===== src/rtl/dac_stg_pkg.sv =====
package dac_stg_pkg;
   localparam int unsigned REG_ADDR_W = 2;
   localparam int unsigned NUM_FLAGS  = 2;

   typedef enum logic [REG_ADDR_W-1:0] {
      SEL_CTRL    = 2'd0,
      SEL_INTEN   = 2'd1,
      SEL_FLAGCLR = 2'd2,
      SEL_SAMPLE  = 2'd3
   } reg_sel_e;

   typedef struct packed {
      logic wp_bypass;
      logic empty_evt_en;
      logic start_en;
   } ctrl_t;

   typedef struct packed {
      logic underrun;
      logic empty;
   } flag_t;
endpackage


===== src/rtl/dac_stg_regs.sv =====
module dac_stg_regs
   import dac_stg_pkg::*;
#(
   parameter int unsigned BUS_W = 16
) (
   input  logic                  clk,
   input  logic                  rst_n,
   input  logic                  wr_en,
   input  logic [REG_ADDR_W-1:0] wr_addr,
   input  logic [BUS_W-1:0]      wr_data,
   input  logic                  wr_protect,
   output ctrl_t                 ctrl_q,
   output flag_t                 inten_q,
   output flag_t                 clr_mask,
   output logic                  sample_wr
);
   localparam int unsigned CTRL_W = $bits(ctrl_t);
   localparam int unsigned FLG_W  = $bits(flag_t);

   logic sel_ctrl, sel_inten, sel_clr, sel_sample;

   always_comb begin
      sel_ctrl   = wr_en && (wr_addr == SEL_CTRL);
      sel_inten  = wr_en && (wr_addr == SEL_INTEN);
      sel_clr    = wr_en && (wr_addr == SEL_FLAGCLR);
      sel_sample = wr_en && (wr_addr == SEL_SAMPLE);
   end

   always_ff @(posedge clk or negedge rst_n) begin
      if (!rst_n) begin
         ctrl_q  <= '0;
         inten_q <= '0;
      end else begin
         if (sel_ctrl)  ctrl_q  <= ctrl_t'(wr_data[CTRL_W-1:0]);
         if (sel_inten) inten_q <= flag_t'(wr_data[FLG_W-1:0]);
      end
   end

   always_comb begin
      clr_mask  = sel_clr ? flag_t'(wr_data[FLG_W-1:0]) : '0;
      sample_wr = sel_sample && (!wr_protect || ctrl_q.wp_bypass);
   end
endmodule


===== src/rtl/dac_stg_buffer.sv =====
module dac_stg_buffer #(
   parameter int unsigned DATA_W    = 12,
   parameter logic [DATA_W-1:0] CONV_INIT = '0
) (
   input  logic              clk,
   input  logic              rst_n,
   input  logic              start_fire,
   input  logic              empty_evt_en,
   input  logic              sample_wr,
   input  logic [DATA_W-1:0] sample_data,
   output logic [DATA_W-1:0] conv_data,
   output logic              conv_start,
   output logic              empty_evt,
   output logic              dma_req,
   output logic              xfer,
   output logic              starve
);
   logic [DATA_W-1:0] hold_q;
   logic              hold_full;

   always_comb begin
      xfer   = start_fire && hold_full;
      starve = start_fire && !hold_full;
   end

   // holding stage: a write in the transfer cycle lands after the move
   always_ff @(posedge clk or negedge rst_n) begin
      if (!rst_n) begin
         hold_q    <= '0;
         hold_full <= 1'b0;
      end else if (sample_wr) begin
         hold_q    <= sample_data;
         hold_full <= 1'b1;
      end else if (xfer) begin
         hold_full <= 1'b0;
      end
   end

   // conversion stage and its strobes
   always_ff @(posedge clk or negedge rst_n) begin
      if (!rst_n) begin
         conv_data  <= CONV_INIT;
         conv_start <= 1'b0;
         empty_evt  <= 1'b0;
      end else begin
         if (xfer) conv_data <= hold_q;
         conv_start <= xfer;
         empty_evt  <= xfer && empty_evt_en;
      end
   end

   always_ff @(posedge clk or negedge rst_n) begin
      if (!rst_n)         dma_req <= 1'b0;
      else if (sample_wr) dma_req <= 1'b0;
      else if (xfer)      dma_req <= 1'b1;
   end
endmodule


===== src/rtl/dac_stg_irq.sv =====
module dac_stg_irq #(
   parameter int unsigned NUM = 2
) (
   input  logic           clk,
   input  logic           rst_n,
   input  logic [NUM-1:0] set_i,
   input  logic [NUM-1:0] clr_i,
   input  logic [NUM-1:0] en_i,
   output logic [NUM-1:0] flags_q,
   output logic           irq
);
   for (genvar g = 0; g < NUM; g++) begin : g_flag
      always_ff @(posedge clk or negedge rst_n) begin
         if (!rst_n)        flags_q[g] <= 1'b0;
         else if (set_i[g]) flags_q[g] <= 1'b1;
         else if (clr_i[g]) flags_q[g] <= 1'b0;
      end
   end

   always_comb irq = |(flags_q & en_i);
endmodule


===== src/rtl/dac_sample_stager.sv =====
module dac_sample_stager
   import dac_stg_pkg::*;
#(
   parameter int unsigned DATA_W    = 12,
   parameter int unsigned BUS_W     = 16,
   parameter logic [DATA_W-1:0] CONV_INIT = '0
) (
   input  logic              clk,
   input  logic              rst_n,
   input  logic              wr_en,
   input  logic [1:0]        wr_addr,
   input  logic [BUS_W-1:0]  wr_data,
   input  logic              wr_protect,
   input  logic              start_evt,
   output logic [DATA_W-1:0] conv_data,
   output logic              conv_start,
   output logic              empty_evt,
   output logic              dma_req,
   output logic              flag_empty,
   output logic              flag_underrun,
   output logic              irq
);
   localparam int unsigned MIN_BUS = $bits(ctrl_t);

   if (DATA_W < 1 || DATA_W > BUS_W) begin : g_bad_data_w
      $error("DATA_W must lie in 1..BUS_W");
   end
   if (BUS_W < MIN_BUS) begin : g_bad_bus_w
      $error("BUS_W too narrow for control fields");
   end

   ctrl_t ctrl_q;
   flag_t inten_q, clr_mask, set_mask, flags_q;
   logic  sample_wr, xfer, starve, start_fire;

   dac_stg_regs #(.BUS_W(BUS_W)) u_regs (
      .clk(clk), .rst_n(rst_n), .wr_en(wr_en), .wr_addr(wr_addr),
      .wr_data(wr_data), .wr_protect(wr_protect), .ctrl_q(ctrl_q),
      .inten_q(inten_q), .clr_mask(clr_mask), .sample_wr(sample_wr)
   );

   always_comb start_fire = start_evt && ctrl_q.start_en;

   dac_stg_buffer #(.DATA_W(DATA_W), .CONV_INIT(CONV_INIT)) u_buf (
      .clk(clk), .rst_n(rst_n), .start_fire(start_fire),
      .empty_evt_en(ctrl_q.empty_evt_en), .sample_wr(sample_wr),
      .sample_data(wr_data[DATA_W-1:0]), .conv_data(conv_data),
      .conv_start(conv_start), .empty_evt(empty_evt), .dma_req(dma_req),
      .xfer(xfer), .starve(starve)
   );

   always_comb begin
      set_mask.empty    = xfer;
      set_mask.underrun = starve;
   end

   dac_stg_irq #(.NUM(NUM_FLAGS)) u_irq (
      .clk(clk), .rst_n(rst_n), .set_i(set_mask), .clr_i(clr_mask),
      .en_i(inten_q), .flags_q(flags_q), .irq(irq)
   );

   always_comb begin
      flag_empty    = flags_q.empty;
      flag_underrun = flags_q.underrun;
   end
endmodule


===== config.mk =====
export PLATFORM = sky130hd
export DESIGN_NAME = dac_sample_stager
export DESIGN_NICKNAME = d
export VERILOG_FILES = /design/src/rtl/dac_stg_pkg.sv /design/src/rtl/dac_stg_regs.sv /design/src/rtl/dac_stg_buffer.sv /design/src/rtl/dac_stg_irq.sv /design/src/rtl/dac_sample_stager.sv
export SDC_FILE = /design/constraint.sdc
export NUM_CORES = 1
export LEC_CHECK = 0
export ABC_AREA = 1
export BUFFER_PORTS_ARGS = -buffer_cell sky130_fd_sc_hd__buf_2
export CAP_MARGIN = 20
export CORE_ASPECT_RATIO = 1.1
export CORE_MARGIN = 1
export CORE_UTILIZATION = 45
export CTS_BUF_LIST = sky130_fd_sc_hd__clkbuf_8
export DETAILED_ROUTE_END_ITERATION = 10
export GPL_TIMING_DRIVEN = 0
export HOLD_SLACK_MARGIN = 0.12
export PLACE_DENSITY = 0.71
export SLEW_MARGIN = 20
export SYNTH_ARGS = -nofsm -noshare
export SYNTH_HDL_FRONTEND = slang
export SYNTH_HIERARCHICAL = 1
export SYNTH_SLANG_ARGS = --single-unit

===== constraint.sdc =====
create_clock -name clk -period 1.4 [get_ports clk]
set_input_delay 0.21 -clock clk [delete_from_list [all_inputs] [get_ports clk]]
set_output_delay 0.21 -clock clk [all_outputs]
set_load 0.05 [all_outputs]

==> results.yml, run 1 <==
sta:
  slew_headroom: 0.497
  max_freq_mhz: 796
  skew_ns: 0.00292
  finalMaxSlewViolations: 0
  period_needed_ns: 1.26
  worst_pin_slew_ns: 0.754
  fin_crit_sh: 0.897
  setup_viol: 0
  fin_setup_tns_ns: 0
  hold_violations: 0
  grt_setup_unrepaired: "false"
floorplanning:
  fp.dieH_um: 61.0
  io-pin-count: 41
  die_w_um: 55.6
  start_util: 0.471
  rows: 21
  dieArea_um2: 3390
  core_area_um2: 3020
final_layout:
  final_common_cell: "nand2_1"
  instances_no_fill: 241
  drive_gt1_frac: 0.251
  layout_common_cells: "nand2_1 (81), buf_2 (38), dfrtp_1 (35)"
  syn_to_final_growth_pct: 21.4
  nets: 231
  antennaDiodeCount: 0
  n_fill_cell: 307
synth:
  ys_ff_latch: 35
  yosys-top-cells-area: "dfrtp_1 (62%), nand2_1 (21%), nand3_1 (6.0%)"
  syn_inst: 165
  synth_area_um2: 1420
  synthesis.nets: 188
  yosysTopAreaCellShare: 0.616
  ys_warn_count: 6
  synth.distinct_cells: 14
  avgSynthCellArea_um2: 8.62
  seq_area_frac_synth: 0.616
  yosys.area.top_type: "dfrtp_1"
flow_run:
  cap_viol_max_count: 0
routing:
  wire_per_inst_um: 11.1
  initialDrtViolationCount: 29
  drtAntennaViolNets: 0
  num_vias: 1159
  drt-vias-per-instance: 4.81
  totalWireLength_um: 2670
  drc_errors: 0
  dr.pass1.iters: 4
critical_path:
  critPathSlowestCell: "dfrtp_1"
  worst_path_largest_cell_delay_ns: 0.37
  start_kind: "register"
  crit_fanout: 3
  crit_top_cell: "nand2_1"
  rrSetupSlack_ns: 0.23
  path_depth: 3
  cp-end-kind: "output port"
  cp.required_ns: 1.19
  cp.arrival_ns: 1.05
  crit_type: "reg -> out"
  r2r_start: "u_regs/ctrl_q[2]"
  ff2ff_path_depth: 6
  path_buf_inv: 1
  r2r_end: "u_buf/hold_q[2]"
  cpLargestDelayFamily: "flip-flops"
  path_cells: "nand2_1, nand2_1, buf_2"
clocking:
  cts_buffers: 5
  h-tree-depth: 2
  cts_tree: "built"
  cts_root_buf: "clkbuf_8"
  clkSinkCount: 35
  clk_pin_slew_ns: 0.06
  insertion_delay_ns: 0.28
  clock_tree.buffer_depth: 2
  post_cts_buffers: 0
pwr:
  leakagePower_nw: 1.02
  power_density_nw_per_um2: 2080
  irDropWorstVdd_mv: 1.24
  power_w: 0.00359
placed_design:
  dp_hpwl_um: 1950
  portBuffers: 35
  placedCellCount: 234
  place.gp.congestion: 0.770
global_routing:
  antenna_found_initial: 0
  grt_use_total: 0.178
  grt_max_degree: 36
  grt_pass1_vias: 1055
  grt_pass1_wl_um: 4480
  gr-total-overflow: 0
outcome:
  status: "complete, no violations"
hold_path:
  min_path_cells: 3
  hp-class: "in -> reg"
  min_to: "u_buf/hold_q[10]"
  hp-start: "wr_data[10]"
==> cell type report <==
| class | instances | area (um2) | share of cell area |
|---|---|---|---|
| Clock buffer | 5 | 68.8 | 0.0399 |
| Clock inverter | 1 | 3.75 | 0.00217 |
| Buffer | 6 | 41.3 | 0.0239 |
| Multi-Input combinational cell | 110 | 457 | 0.264 |
| Sequential cell | 35 | 876 | 0.507 |
| Timing Repair Buffer | 36 | 185 | 0.107 |
| Tap cell | 34 | 42.5 | 0.0246 |
| Inverter | 14 | 52.6 | 0.0304 |
==> where the power goes <==
group	total (W)	switching, W	internal (W)
clock network	0.000640	0.000317	0.000323
logic	0.00145	0.00112	0.000327
registers	0.00150	0.000171	0.00133
==> metrics by stage <==
| stage | utilization | hold WS (ns) | instance area (um2) | setup WS, ns |
|---|---|---|---|---|
| after floorplan | - | -0.0856 | 1420 | 0.116 |
| after global placement | 0.543 | 0.312 | 1640 | 0.0846 |
| after detailed placement | 0.543 | 0.324 | 1640 | 0.0443 |
| after CTS | 0.570 | 0.124 | 1720 | 0.0751 |
| after global routing | 0.571 | 0.129 | 1730 | 0.0627 |
| final | 0.571 | 0.131 | 1730 | 0.144 |
==> state kept, by name, summed over array words and instances (netlist names) <==
signal / count
u_regs/inten_q: 2
u_buf/hold_full: 1
u_buf/conv_data: 12
u_irq/flags_q: 2
u_buf/hold_q: 12
u_regs/ctrl_q: 3
u_buf/conv_start: 1
u_buf/dma_req: 1
u_buf/empty_evt: 1
==> kinds of logic after synthesis <==
logic type | count (synthesis) | synth area share
simple gates | 108 | 0.309
flops | 35 | 0.616
buf+inv | 20 | 0.0660
compound gates | 2 | 0.00967
==> what timing repair did <==
| item | in CTS | in global routing |
|---|---|---|
| setup endpoints to repair | 0 | 6 |
| hold buffers | 1 | 0 |
| resized for setup | 0 | 1 |
| endpoints found under the hold margin | 35 | 0 |
==> worst register-to-register path: stages, from the launching register on <==
cell and delay (ns):
dfrtp_1 0.35, inv_1 0.05, a21oi_2 0.23, inv_1 0.12
buf_2 0.20, nand2_1 0.08, nand2_1 0.04
==> layer usage <==
| metal | wire length, um | GRT usage | vias up |
|---|---|---|---|
| met2 | 1320 | 0.289 | 28 |
| li1 | - | - | 584 |
| met5 | 0 | 0 | - |
| met3 | 131 | 0.0640 | 6 |
| met1 | 1180 | 0.215 | 541 |
| met4 | 38 | 0.0857 | 0 |
==> synthesized netlist by cell type <==
| master | count |
|---|---|
| buf_4 | 2 |
| nand3_1 | 17 |
| nand2_2 | 2 |
| inv_2 | 1 |
| dfrtp_1 | 35 |
| inv_1 | 13 |
| a21oi_1 | 1 |
| nand4_1 | 2 |
| a21oi_2 | 1 |
| nand2_1 | 81 |
| nor2_1 | 5 |
| buf_6 | 1 |
| nor2_2 | 1 |
| buf_2 | 3 |
==> worst max path at each step <==
stage	start	to	slack, ns
floorplan	u_irq/flags_q[0]	irq	0.12
global placement	wr_addr[0]	u_buf/hold_q[3]	0.08
detailed placement	wr_addr[0]	u_buf/hold_q[2]	0.04
CTS	u_regs/ctrl_q[2]	u_buf/hold_q[2]	0.08
global route	u_irq/flags_q[1]	irq	0.06
finish	u_irq/flags_q[1]	irq	0.14
Power figures use the tool's default switching activity.
==> run 2: changes to the inputs <==
CORE_UTILIZATION = 40   (was 45)
PLACE_DENSITY = unset   (was 0.71)
REMOVE_ABC_BUFFERS = 1   (was unset)
==> results.yml, run 2 (synthesis gave the netlist of run 1 again) <==
global_routing:
  grt_pass1_wl_um: 4730
  antenna_found_initial: 0
  grt_max_degree: 36
  use_met2: 0.288
  grt_pass1_vias: 1117
  use_met1: 0.192
  gr-total-overflow: 0
  grt_use_total: 0.177
  grt_util_met3: 0.0719
  top_usage_layer: "met2"
sta:
  period_needed_ns: 1.27
  hold_violations: 0
  worst_pin_slew_ns: 0.763
  grt_setup_unrepaired: "false"
  skew_ns: 0.00988
  fin_crit_sh: 0.904
  setup_slack_ns: 0.135
  max_freq_mhz: 790
  slew_headroom: 0.491
  finalMaxSlewViolations: 0
  setup_viol: 0
floorplanning:
  rows: 22
  core_area_um2: 3360
  io-pin-count: 41
  start_util: 0.424
  dieArea_um2: 3800
  die_w_um: 58.9
  fp.dieH_um: 64.5
placed_design:
  pre_cts_ws_ns: -0.866
  portBuffers: 36
  place.gp.congestion: 0.734
  placed_cell_area_um2: 1620
  placedCellCount: 243
  dp_hpwl_um: 1810
final_layout:
  syn_to_final_growth_pct: 32.4
  antennaDiodeCount: 0
  nets: 239
  final_cell_area_um2: 1880
  instances_no_fill: 265
  top_regs: "u_buf/conv_data (12), u_buf/hold_q (12), u_regs/ctrl_q (3)"
  n_fill_cell: 340
  layout_common_cells: "nand2_1 (81), buf_2 (36), dfrtp_1 (35)"
  final_util: 0.561
  drive_gt1_frac: 0.258
  final_common_cell: "nand2_1"
routing:
  drtAntennaViolNets: 0
  dr.pass1.iters: 6
  drt-vias-per-instance: 4.44
  totalWireLength_um: 2870
  wire_per_inst_um: 10.8
  drc_errors: 0
  num_vias: 1176
  initialDrtViolationCount: 40
clocking:
  h-tree-depth: 2
  clk_pin_slew_ns: 0.07
  cts_root_buf: "clkbuf_8"
  clkSinkCount: 35
  cts_tree: "built"
  cts_buffers: 5
  insertion_delay_ns: 0.30
  clock_tree.buffer_depth: 2
critical_path:
  r2r_start: "u_regs/ctrl_q[0]"
  rrSetupSlack_ns: 0.13
  start_kind: "register"
  startpoint: "u_regs/ctrl_q[0]"
  crit_type: "reg -> reg"
  cp.arrival_ns: 1.45
  cp.required_ns: 1.59
  r2r_end: "u_irq/flags_q[0]"
  crit_path_end: "u_irq/flags_q[0]"
  cp-end-kind: "register"
  crit_fanout: 15
  ff2ff_path_depth: 6
flow_run:
  cap_viol_max_count: 0
hold_path:
  hp-class: "in -> reg"
  min_path_cells: 3
  hp-start: "wr_data[2]"
pwr:
  leakagePower_nw: 1.05
  power_density_nw_per_um2: 1990
  power_w: 0.00375
  irDropWorstVdd_mv: 1.04
outcome:
  status: "complete, no violations"
==> run 2: timing repair <==
action,in CTS,in global routing
hold buffers,10,0
gates resized for setup,3,3
buffers inserted,2,2
endpoints found under the setup margin,14,28
pin swaps,1,1
hold endpoints to repair,44,0
==> run 2: layout make-up <==
type                    count  area [um2]  area share
flip-flops and latches     35         876       0.465
multi-input cells         110         478       0.254
repair buffers             50         310       0.165
clock buffers               6        82.6      0.0439
inverters                  14        60.1      0.0319
well taps                  48        60.1      0.0319
clock inverters             2        16.3     0.00864
==> run 2: worst min-delay path by stage <==
| stage | end | slack [ns] |
|---|---|---|
| detailed placement | u_buf/conv_data[3] | 0.33 |
| global route | u_buf/hold_q[2] | 0.15 |
| global placement | u_buf/conv_data[3] | 0.32 |
| finish | u_buf/hold_q[2] | 0.14 |
| CTS | u_buf/hold_q[2] | 0.14 |
| floorplan | u_buf/conv_data[0] | -0.09 |
==> run 2: per-stage QoR <==
stage | hold WS [ns] | setup TNS [ns]
2_1_floorplan | -0.0856 | -1.82
3_3_place_gp | 0.319 | -10.86
3_5_place_dp | 0.329 | -11.26
4_1_cts | 0.140 | 0
5_1_grt | 0.149 | 0
6_report | 0.145 | 0
==> run 2: per-layer routing <==
metal / wire (um) / vias to the layer above
met4: 56 / 0
met2: 1390 / 27
met5: 0 / -
li1: - / 606
met1: 1300 / 537
met3: 120 / 6
==> run 2: report_power, final <==
part | total [W] | switching, W | internal, W
logic | 0.00145 | 0.00112 | 0.000335
registers | 0.00152 | 0.000198 | 0.00132
clock network | 0.000772 | 0.000371 | 0.000401
total | 0.00375 | 0.00169 | 0.00206
==> run 2: critical path, stage by stage (launching register included) <==
cell        delay, ns
dfrtp_1          0.37
nand2_1          0.10
clkinvlp_4       0.30
nand2_8          0.23
inv_1            0.07
inv_1            0.05
nand2_1          0.04
